### src/rtl/evt_arb_pkg.sv
package evt_arb_pkg;
  localparam int VEC_W   = 8;
  localparam int NCLS    = 6;

  typedef enum logic [2:0] {
    C_FAULT = 3'd0,
    C_TRAPI = 3'd1,
    C_DBGT  = 3'd2,
    C_DBGF  = 3'd3,
    C_NMI   = 3'd4,
    C_INTR  = 3'd5
  } evt_cls_e;

  localparam logic [VEC_W-1:0] VEC_DEBUG   = 8'd1;
  localparam logic [VEC_W-1:0] VEC_NMI     = 8'd2;
  localparam logic [VEC_W-1:0] EXT_VEC_MIN = 8'd32;

  // External vectors must lie in the range above the reserved block.
  function automatic logic ext_vec_low(input logic [VEC_W-1:0] v);
    return v < EXT_VEC_MIN;
  endfunction

  function automatic int cls_idx(input evt_cls_e c);
    return int'(c);
  endfunction
endpackage

### src/rtl/arb_nmi_track.sv
module arb_nmi_track (
  input  logic clk,
  input  logic rst,
  input  logic nmi_i,
  input  logic take_nmi,
  input  logic iret_i,
  output logic nmi_pend,
  output logic nmi_blk
);
  logic nmi_prev;
  logic nmi_edge;

  assign nmi_edge = nmi_i & ~nmi_prev;

  always_ff @(posedge clk) begin
    if (rst) begin
      nmi_prev <= 1'b0;
      nmi_pend <= 1'b0;
      nmi_blk  <= 1'b0;
    end else begin
      nmi_prev <= nmi_i;
      // a fresh edge outranks the consume of an older request
      if (nmi_edge)      nmi_pend <= 1'b1;
      else if (take_nmi) nmi_pend <= 1'b0;
      if (take_nmi)      nmi_blk  <= 1'b1;
      else if (iret_i)   nmi_blk  <= 1'b0;
    end
  end
endmodule

### src/rtl/arb_shadow.sv
module arb_shadow (
  input  logic clk,
  input  logic rst,
  input  logic ss_ld_i,
  input  logic bnd_i,
  output logic shd_act
);
  always_ff @(posedge clk) begin
    if (rst)        shd_act <= 1'b0;
    else if (bnd_i) shd_act <= ss_ld_i;
    else            shd_act <= shd_act | ss_ld_i;
  end
endmodule

### src/rtl/arb_pick.sv
module arb_pick #(
  parameter int N = 6
) (
  input  logic [N-1:0] req,
  output logic [N-1:0] grant
);
  logic [N:0] higher;
  assign higher[0] = 1'b0;

  for (genvar i = 0; i < N; i++) begin : g_rank
    assign grant[i]    = req[i] & ~higher[i];
    assign higher[i+1] = higher[i] | req[i];
  end
endmodule

### src/rtl/evt_boundary_arbiter.sv
module evt_boundary_arbiter
  import evt_arb_pkg::*;
#(
  parameter logic [NCLS-1:0] CLR_IF_MASK = '1
) (
  input  logic             clk,
  input  logic             rst,
  input  logic             bnd_i,
  input  logic             flt_req_i,
  input  logic [VEC_W-1:0] flt_vec_i,
  input  logic             trp_req_i,
  input  logic [VEC_W-1:0] trp_vec_i,
  input  logic             dbg_flt_i,
  input  logic             dbg_trp_i,
  input  logic             nmi_i,
  input  logic             intr_i,
  input  logic [VEC_W-1:0] intr_vec_i,
  input  logic             if_i,
  input  logic             rf_i,
  input  logic             ss_ld_i,
  input  logic             iret_i,
  output logic             take_o,
  output logic [VEC_W-1:0] vec_o,
  output logic             clr_if_o,
  output logic             vec_err_o
);
  logic [NCLS-1:0]  cand;
  logic [NCLS-1:0]  grant;
  logic             nmi_pend;
  logic             nmi_blk;
  logic             shd_act;
  logic             take_nmi;
  logic [VEC_W-1:0] vec_tab [NCLS];
  logic [VEC_W-1:0] vec_sel;

  arb_nmi_track u_nmi (
    .clk      (clk),
    .rst      (rst),
    .nmi_i    (nmi_i),
    .take_nmi (take_nmi),
    .iret_i   (iret_i),
    .nmi_pend (nmi_pend),
    .nmi_blk  (nmi_blk)
  );

  arb_shadow u_shd (
    .clk     (clk),
    .rst     (rst),
    .ss_ld_i (ss_ld_i),
    .bnd_i   (bnd_i),
    .shd_act (shd_act)
  );

  // candidate per class, qualified by boundary, flags and shadow
  always_comb begin
    cand = '0;
    cand[cls_idx(C_FAULT)] = bnd_i & flt_req_i;
    cand[cls_idx(C_TRAPI)] = bnd_i & trp_req_i;
    cand[cls_idx(C_DBGT)]  = bnd_i & dbg_trp_i & ~shd_act;
    cand[cls_idx(C_DBGF)]  = bnd_i & dbg_flt_i & ~rf_i & ~shd_act;
    cand[cls_idx(C_NMI)]   = bnd_i & nmi_pend & ~nmi_blk & ~shd_act;
    cand[cls_idx(C_INTR)]  = bnd_i & intr_i & if_i & ~shd_act;
  end

  arb_pick #(.N(NCLS)) u_pick (
    .req   (cand),
    .grant (grant)
  );

  assign take_nmi = grant[cls_idx(C_NMI)];

  always_comb begin
    vec_tab[cls_idx(C_FAULT)] = flt_vec_i;
    vec_tab[cls_idx(C_TRAPI)] = trp_vec_i;
    vec_tab[cls_idx(C_DBGT)]  = VEC_DEBUG;
    vec_tab[cls_idx(C_DBGF)]  = VEC_DEBUG;
    vec_tab[cls_idx(C_NMI)]   = VEC_NMI;
    vec_tab[cls_idx(C_INTR)]  = intr_vec_i;
  end

  // one-hot AND-OR select
  always_comb begin
    vec_sel = '0;
    for (int i = 0; i < NCLS; i++) begin
      vec_sel = vec_sel | (grant[i] ? vec_tab[i] : '0);
    end
  end

  always_ff @(posedge clk) begin
    if (rst) begin
      take_o    <= 1'b0;
      vec_o     <= '0;
      clr_if_o  <= 1'b0;
      vec_err_o <= 1'b0;
    end else begin
      take_o    <= |grant;
      clr_if_o  <= |(grant & CLR_IF_MASK);
      vec_err_o <= grant[cls_idx(C_INTR)] & ext_vec_low(intr_vec_i);
      if (|grant) vec_o <= vec_sel;
    end
  end
endmodule

### config.mk
export PLATFORM = sky130hd
export DESIGN_NAME = evt_boundary_arbiter
export DESIGN_NICKNAME = d
export VERILOG_FILES = /design/src/rtl/evt_arb_pkg.sv /design/src/rtl/arb_nmi_track.sv /design/src/rtl/arb_shadow.sv /design/src/rtl/arb_pick.sv /design/src/rtl/evt_boundary_arbiter.sv
export SDC_FILE = /design/constraint.sdc
export NUM_CORES = 1
export LEC_CHECK = 0
export ABC_CLOCK_PERIOD_IN_PS = 1500
export BUFFER_PORTS_ARGS = -buffer_cell sky130_fd_sc_hd__buf_2
export CAP_MARGIN = 20
export CORE_MARGIN = 2
export CORE_UTILIZATION = 39
export CTS_CLUSTER_SIZE = 40
export DETAILED_ROUTE_END_ITERATION = 16
export HOLD_SLACK_MARGIN = 0.03
export MAX_ROUTING_LAYER = met4
export PLACE_DENSITY = 0.77
export SYNTH_ARGS = -nofsm -noshare
export SYNTH_HDL_FRONTEND = slang
export SYNTH_SLANG_ARGS = --single-unit
### constraint.sdc
create_clock -name clk -period 1.5 [get_ports clk]
set_clock_uncertainty 0.05 [all_clocks]
set_input_delay 0.225 -clock clk [delete_from_list [all_inputs] [get_ports clk]]
set_output_delay 0.225 -clock clk [all_outputs]
set_load 0.01 [all_outputs]
==> impl_metrics.env, run 1 <==
export IMPL_insertion_delay_ns=0.28
export IMPL_drt_vias_per_instance=5.20
export IMPL_ir_worst_vdd_mv=0.403
export IMPL_antenna_left=0
export IMPL_timing_critical_path_from_type="register"
export IMPL_postSynthCellCount=117
export IMPL_hold_start="intr_vec_i[7]"
export IMPL_maxCapViolCount=0
export IMPL_fin_area_sq_mm=0.00116
export IMPL_grt_total_usage_pct=19.2
export IMPL_setup_viol=0
export IMPL_ys_seq_area_share_pct=32.6
export IMPL_first_pass_iters=4
export IMPL_synth_edf_count=0
export IMPL_routedWlPerCell_um=12.0
export IMPL_grt_pass1_wl_um=3650
export IMPL_core_area_sq_mm=0.00215
export IMPL_hold_path_endpoint="vec_err_o"
export IMPL_dp_hpwl_um=1860
export IMPL_synth_cell_types=32
export IMPL_r2r_cells=5
export IMPL_cts_tree="done"
export IMPL_dp_cells=191
export IMPL_cp_arrival_ns=1.55
export IMPL_worst_hold_path_type="in2reg"
export IMPL_cts_hold_fix_buffers=0
export IMPL_power_total_mw=0.879
export IMPL_layout_setup_ws_ns=0.0801
export IMPL_num_rows=17
export IMPL_instances_no_fill=194
export IMPL_rsz0062_at_grt="no"
export IMPL_synthTopCellsByCount="nand2_1, dfxtp_1, a21oi_1, o21ai_0, inv_1"
export IMPL_cts_root_buffer="clkbuf_4"
export IMPL_r2r_slack_ns=0.08
export IMPL_die_h_um=51.0
export IMPL_ys_warnings_count=0
export IMPL_pre_cts_ws_ns=0.00321
export IMPL_htree_levels=1
export IMPL_dieArea_sq_mm=0.00260
export IMPL_cellPowerDensity_mw_per_mm2=756
export IMPL_yosys_area_top_type_share_pct=32.6
export IMPL_ios=48
export IMPL_path_clk_slew_ns=0.08
export IMPL_drv_slew=0
export IMPL_status="complete, no violations"
export IMPL_maxSlewHeadroom_pct=73.8
export IMPL_fin_nets=205
export IMPL_r2r_start="u_nmi.nmi_pend"
export IMPL_area_growth_pct=35.2
export IMPL_fin_crit_sh_pct=94.7
export IMPL_postSynthAreaPerCell_sq_um=7.36
export IMPL_cts_setup_buffers=0
export IMPL_synth_seq_cells=14
export IMPL_fmaxAchievable_mhz=704
export IMPL_cts_buffers=3
export IMPL_initial_core_util_pct=40.1
export IMPL_critPathRequiredTime_ns=1.63
export IMPL_final_setup_tns_ns=0
export IMPL_synth_fp_nets=154
export IMPL_r2r_end="vec_o[4]"
export IMPL_synth_area_sq_um=861
export IMPL_end_kind="register"
export IMPL_drc=0
export IMPL_synth_ff_type="dfxtp_1"
export IMPL_cts_sinks=14
export IMPL_drtIter0Drc=32
export IMPL_drive_gt1_share_pct=36.7
export IMPL_portBuffers=47
export IMPL_synth_area_leaders="dfxtp_1, nand2_1, a21oi_1, o21ai_0, a2bb2oi_1"
export IMPL_crit_fanout=7
export IMPL_grt_start_max_net_pins=18
export IMPL_path_class="reg2reg"
export IMPL_place_area_sq_mm=0.00114
export IMPL_ys_async_sr_fraction_pct=0
export IMPL_synth_most_common_cell="nand2_1"
export IMPL_antenna_found_initial=0
export IMPL_p_leak_nw=0.584
export IMPL_clock_path_buffers=2
export IMPL_num_vias=1009
export IMPL_hold_viol_final=0
export IMPL_grt_overflow_total=0
export IMPL_gp_congestion=0.824
export IMPL_tightestPinTransition_ns=0.392
export IMPL_routed_wl_um=2340
export IMPL_period_needed_ns=1.42
export IMPL_hold_depth=2
export IMPL_die_x_um=51.0
export IMPL_grt_pass1_vias=880
export IMPL_yosys_area_top_type="dfxtp_1"
export IMPL_cts_repair_resize_count=0
export IMPL_n_antenna_cell=0
==> state kept, by name, summed over array words and instances (netlist names) <==
signal          cells
u_nmi.nmi_prev      1
u_nmi.nmi_blk       1
u_shd.shd_act       1
vec_o               8
clr_if_o            1
u_nmi.nmi_pend      1
vec_err_o           1
==> where the power goes <==
group | internal, mW | switching [mW] | total [mW]
logic | 0.123 | 0.124 | 0.247
clock network | 0.0932 | 0.122 | 0.215
registers | 0.401 | 0.0169 | 0.418
==> metrics by stage <==
step	utilization (%)	hold WS [ns]
CTS	54.2	0.0671
floorplan	-	0.246
global placement	53.1	0.367
finish	54.2	0.0769
detailed placement	53.1	0.374
global route	54.2	0.0636
==> worst max-delay path by stage <==
stage / end / from / cells past startpoint
finish: vec_o[4] / u_nmi.nmi_pend / 5
global route: vec_o[2] / u_nmi.nmi_blk / 5
CTS: vec_o[4] / u_nmi.nmi_pend / 5
detailed placement: vec_o[4] / trp_req_i / 5
global placement: vec_o[4] / trp_req_i / 5
floorplan: vec_o[0] / flt_req_i / 6
==> worst max-delay path, cell delays in order, from the launching register on <==
cell and delay, ns:
dfxtp_1 0.35, nor2b_1 0.27, nor4b_4 0.09, buf_4 0.16, o21ai_0 0.17, o2bb2a_1 0.23
==> logic make-up (layout without fill, tap and decap cells) <==
group	after synthesis	after routing	share of synthesized area, %
compound gates	40	40	30.1
buf+inv	19	68	9.74
flops	14	14	32.6
simple gates	44	44	27.6
==> metal layers <==
layer	GRT usage, %	routed length [um]	vias up
li1	-	-	505
met1	22.8	1010	453
met2	31.4	1140	47
met3	2.05	156	4
met4	11.3	32	0
met5	-	0	-
==> layout by cell type, fill, tap and decap left out <==
cell type	Yosys	layout
a21o_1	1	1
a21oi_1	12	12
a221oi_2	1	1
a2bb2oi_1	5	5
a31oi_1	1	1
a41oi_1	1	1
and4b_1	1	1
buf_2	1	47
buf_4	1	7
clkbuf_4	0	3
dfxtp_1	14	14
inv_1	11	11
nand2_1	21	21
nand2b_1	4	4
nand3_1	1	1
nand4_1	1	1
nor2_1	5	5
nor2b_1	4	4
nor3_1	2	2
nor4_1	1	1
nor4b_2	1	1
nor4b_4	1	1
o2111ai_1	2	2
o21ai_0	12	12
o21ai_1	1	1
o221a_2	1	1
o22ai_1	1	1
o2bb2a_1	1	1
o31ai_1	1	1
or2_0	1	1
or2b_1	1	1
==> layout make-up <==
type	instances	area [sq um]
tap	28	35.0
inverter	11	41.3
timing repair buffer	54	288
clock buffer	3	22.5
sequential	14	280
fill	209	985
multi-input combinational	84	497
No activity file was read; power rests on OpenSTA's default activity.
==> run 2, diff against run 1 <==
Settings changed: ABC_CLOCK_PERIOD_IN_PS 1500 to 1200, CORE_UTILIZATION 39 to 35, PLACE_DENSITY 0.77 to 0.7.
Clock period 1.5 ns to 1.2 ns, I/O delays scaled along.
==> impl_metrics.env, run 2 (synthesis gave the netlist of run 1 again) <==
export IMPL_num_vias=1064
export IMPL_path_class="reg2reg"
export IMPL_period_needed_ns=1.40
export IMPL_layout_common_cells="buf_2, nand2_1, buf_4"
export IMPL_htree_levels=1
export IMPL_multi_input_area_sq_um=591
export IMPL_crit_fanout=5
export IMPL_r2r_slack_ns=-0.20
export IMPL_cp_cell_sequence="nor2b_4 > nor4b_4 > buf_4 > o21ai_2 > a2bb2oi_1"
export IMPL_grt_pass1_vias=1005
export IMPL_end_kind="register"
export IMPL_dieArea_sq_mm=0.00287
export IMPL_met1_length_um=1190
export IMPL_worst_hold_path_type="in2reg"
export IMPL_startpoint="u_nmi.nmi_pend"
export IMPL_rsz0062_at_grt="yes"
export IMPL_p_leak_nw=0.659
export IMPL_fillers=200
export IMPL_insertion_delay_ns=0.28
export IMPL_drt_vias_per_instance=5.19
export IMPL_area_growth_pct=58.0
export IMPL_r2r_start="u_nmi.nmi_pend"
export IMPL_portBuffers=47
export IMPL_routed_wl_um=2780
export IMPL_seq_area_sq_um=284
export IMPL_setup_viol=10
export IMPL_pre_cts_ws_ns=-0.316
export IMPL_largest_register="vec_o"
export IMPL_fin_crit_sh_pct=116
export IMPL_antenna_left=0
export IMPL_core_area_sq_mm=0.00228
export IMPL_cts_buffers=3
export IMPL_initial_core_util_pct=37.8
export IMPL_top_layer_used="met4"
export IMPL_hold_viol_final=0
export IMPL_crit_slowest_cell="nor4b_4"
export IMPL_drv_slew=0
export IMPL_drc=0
export IMPL_grt_overflow_total=0
export IMPL_fin_nets=215
export IMPL_timing_critical_path_from_type="register"
export IMPL_first_pass_iters=4
export IMPL_crit_path_end="vec_o[3]"
export IMPL_dp_hpwl_um=2020
export IMPL_die_h_um=53.6
export IMPL_max_stage_delay_ns=0.38
export IMPL_cts_root_buffer="clkbuf_4"
export IMPL_maxSlewHeadroom_pct=76.1
export IMPL_final_setup_tns_ns=-1.43
export IMPL_cts_tree="done"
export IMPL_layout_setup_ws_ns=-0.195
export IMPL_cts_sinks=14
export IMPL_path_clk_slew_ns=0.10
export IMPL_r2r_end="vec_o[3]"
export IMPL_grt_total_usage_pct=21.5
export IMPL_antenna_found_initial=0
export IMPL_n_antenna_cell=0
export IMPL_drive_gt1_share_pct=49.7
export IMPL_final_common_cell="buf_2"
export IMPL_r2r_cells=5
export IMPL_cellPowerDensity_mw_per_mm2=934
export IMPL_status="finished with violations"
export IMPL_num_rows=17
export IMPL_critPathRequiredTime_ns=1.35
export IMPL_tightestPinTransition_ns=0.356
export IMPL_largest_register_ffs=8
export IMPL_die_x_um=53.6
export IMPL_cp_arrival_ns=1.55
export IMPL_routedWlPerCell_um=13.6
export IMPL_drtIter0Drc=27
export IMPL_ios=48
export IMPL_maxCapViolCount=0
export IMPL_violations="setup timing"
export IMPL_grt_pass1_wl_um=4370
export IMPL_wl_met2_um=1370
export IMPL_grt_start_max_net_pins=18
export IMPL_fmaxAchievable_mhz=717
export IMPL_wl_met3_um=151
export IMPL_clock_path_buffers=2
export IMPL_gp_congestion=0.819
export IMPL_ir_worst_vdd_mv=0.608
-- run 2: worst min path at each step --
stage / start / to / cells past startpoint
2_1_floorplan: intr_vec_i[7] / vec_err_o / 1
3_3_place_gp: intr_vec_i[7] / vec_err_o / 2
3_5_place_dp: intr_vec_i[7] / vec_err_o / 2
4_1_cts: intr_vec_i[7] / vec_err_o / 2
5_1_grt: ss_ld_i / u_shd.shd_act / 3
6_report: ss_ld_i / u_shd.shd_act / 3
-- run 2: power by group --
group	total [mW]	switching (mW)	internal, mW
clock network	0.347	0.163	0.184
logic	0.399	0.192	0.207
registers	0.525	0.0228	0.502
-- run 2: layout make-up --
cell class,count,area share (%)
multi-input cells,84,43.4
repair buffers,64,27.4
flip-flops and latches,14,20.9
inverters,11,3.04
clock buffers,4,2.67
well taps,28,2.58
-- run 2: critical path, delay by kind of cell, from the launching register on --
kind | cells | cell delay, ns
DFF | 1 | 0.33
and+or+nand+nor | 2 | 0.51
AOI/OAI and AO/OA | 2 | 0.21
buffers and inverters | 1 | 0.22
-- run 2: timing repair --
item / CTS / global route
setup endpoints to repair: 10 / 11
setup buffers: 2 / 1
gates resized for setup: 13 / 14
pin swaps: 6 / 10
hold buffers: 0 / 1
endpoints found under the hold margin: 0 / 1
-- run 2: through the flow --
step	hold slack (ns)	power, mW	utilization (%)	area (sq um)	instances
floorplan	0.201	0.702	-	861	117
global placement	0.323	0.846	52.1	1190	197
detailed placement	0.335	0.857	52.1	1190	197
CTS	0.0390	1.23	56.2	1280	203
global route	0.0798	1.34	59.8	1360	205
finish	0.0636	1.27	59.8	1360	205
-- run 2: metal layers --
metal  vias up  track usage [%]
met1       482             27.3
li1        528                -
met2        46             33.5
met3         8             3.06
met5         -                -
met4         0             10.3
==> run 3, diff against run 2 <==
Settings changed: TNS_END_PERCENT set to 20.
==> impl_metrics.env, run 3 (synthesis gave the netlist of run 1 again) <==
export IMPL_grt_total_usage_pct=20.5
export IMPL_fillers=203
export IMPL_antenna_found_initial=0
export IMPL_routedWlPerCell_um=13.8
export IMPL_p_sw_mw=0.384
export IMPL_path_buf_inv=1
export IMPL_maxCapViolCount=0
export IMPL_num_vias=1060
export IMPL_cp_arrival_ns=1.61
export IMPL_die_h_um=53.6
export IMPL_drt_vias_per_instance=5.17
export IMPL_dp_hpwl_um=2010
export IMPL_instances_no_fill=205
export IMPL_p_comb_share_pct=32.9
export IMPL_cp_top_family="simple AND/OR/NAND/NOR gates"
export IMPL_status="finished with violations"
export IMPL_postLayoutCoreUtil_pct=59.4
export IMPL_tightestPinTransition_ns=0.409
export IMPL_power_internal_mw=0.828
export IMPL_die_x_um=53.6
export IMPL_cts_buffers=3
export IMPL_crit_slowest_cell="nor4b_4"
export IMPL_hold_start="ss_ld_i"
export IMPL_final_common_cell="buf_2"
export IMPL_grt_overflow_total=0
export IMPL_crit_fanout=6
export IMPL_path_class="reg2reg"
export IMPL_hold_path_endpoint="u_shd.shd_act"
export IMPL_grt_start_max_net_pins=18
export IMPL_startpoint="u_nmi.nmi_pend"
export IMPL_cts_sinks=14
export IMPL_insertion_delay_ns=0.29
export IMPL_hold_depth=3
export IMPL_area_growth_pct=57.0
export IMPL_fmaxAchievable_mhz=695
export IMPL_ir_worst_vdd_mv=0.480
export IMPL_multi_input_area_sq_um=592
export IMPL_final_setup_tns_ns=-1.50
export IMPL_fin_nets=216
export IMPL_n_antenna_cell=0
export IMPL_timing_critical_path_from_type="register"
export IMPL_max_stage_delay_ns=0.42
export IMPL_cts_tree="done"
export IMPL_seq_area_sq_um=284
export IMPL_gp_congestion=0.801
export IMPL_cts_root_buffer="clkbuf_4"
export IMPL_drv_slew=0
export IMPL_htree_levels=1
export IMPL_drc=0
export IMPL_maxSlewHeadroom_pct=72.6
export IMPL_fin_crit_sh_pct=120
export IMPL_whs_ns=0.0511
export IMPL_power_total_mw=1.21
export IMPL_dp_cells=198
export IMPL_path_clk_slew_ns=0.09
export IMPL_hold_viol_final=0
export IMPL_cp_cell_sequence="nor2b_4 > nor4b_4 > buf_4 > o21ai_2 > a2bb2oi_2"
export IMPL_r2r_slack_ns=-0.24
export IMPL_routed_wl_um=2840
export IMPL_end_kind="register"
export IMPL_p_sw_share_pct=31.7
export IMPL_grt_pass1_wl_um=4150
export IMPL_largest_register="vec_o"
export IMPL_cellPowerDensity_mw_per_mm2=897
export IMPL_grt_pass1_vias=986
export IMPL_r2r_start="u_nmi.nmi_pend"
export IMPL_drtIter0Drc=22
export IMPL_largest_register_ffs=8
export IMPL_portBuffers=47
export IMPL_layout_common_cells="buf_2, nand2_1, buf_4"
export IMPL_num_rows=17
export IMPL_period_needed_ns=1.44
export IMPL_p_leak_nw=0.655
export IMPL_initial_core_util_pct=37.8
export IMPL_drive_gt1_share_pct=50.3
export IMPL_worst_hold_path_type="in2reg"
export IMPL_rsz0062_at_grt="yes"
export IMPL_pre_cts_ws_ns=-0.317
export IMPL_place_area_sq_mm=0.00119
export IMPL_dieArea_sq_mm=0.00287
export IMPL_r2r_cells=5
export IMPL_setup_viol=9
export IMPL_r2r_end="vec_o[6]"
export IMPL_critPathRequiredTime_ns=1.37
export IMPL_antenna_left=0
export IMPL_ios=48
export IMPL_layout_setup_ws_ns=-0.238
export IMPL_violations="setup timing"
export IMPL_core_area_sq_mm=0.00228
export IMPL_first_pass_iters=4
export IMPL_clock_path_buffers=2
export IMPL_pwr_share_seq_pct=43.5
export IMPL_fin_area_sq_mm=0.00135
export IMPL_p_clk_share_pct=23.6
==> run 3: power by group through the flow <==
stage                     registers, mW  clock network, mW  logic, mW
after floorplan                   0.544                  0      0.159
after global placement            0.531                  0      0.317
after detailed placement          0.532                  0      0.323
after CTS                         0.522              0.279      0.349
after global routing              0.530              0.291      0.434
final                             0.527              0.287      0.398
==> run 3: layout make-up <==
class,instances,share of cell area (%)
Sequential cell,14,21.0
Multi-Input combinational cell,84,43.8
Tap cell,28,2.59
Clock buffer,3,1.67
Inverter,11,3.06
Timing Repair Buffer,65,27.9
==> run 3: per-layer routing <==
metal	track usage [%]	vias to the layer above	wire length (um)
li1	-	526	-
met1	25.1	480	1180
met2	33.3	47	1450
met3	1.94	7	157
met4	10.7	0	53
met5	-	-	0
==> run 3: worst register-to-register path, cell delays in order (launching register included) <==
cell,delay (ns)
dfxtp_2,0.33
nor2b_4,0.13
nor4b_4,0.42
buf_4,0.22
o21ai_2,0.07
a2bb2oi_2,0.15
==> run 3: how the worst max path moves through the flow <==
stage,cells after the start,end,slack [ns]
floorplan,6,vec_o[0],-0.24
global placement,5,vec_o[0],-0.29
detailed placement,6,vec_o[6],-0.32
CTS,5,vec_o[6],-0.17
global route,5,vec_o[6],-0.30
finish,5,vec_o[6],-0.24
==> run 3: timing repair <==
item | 4_1_cts | 5_1_grt
hold endpoints to repair | 0 | 1
setup buffers | 2 | 1
gates resized for setup | 13 | 13
pin swaps | 5 | 10
setup endpoints to repair | 11 | 11
hold buffers | 0 | 1
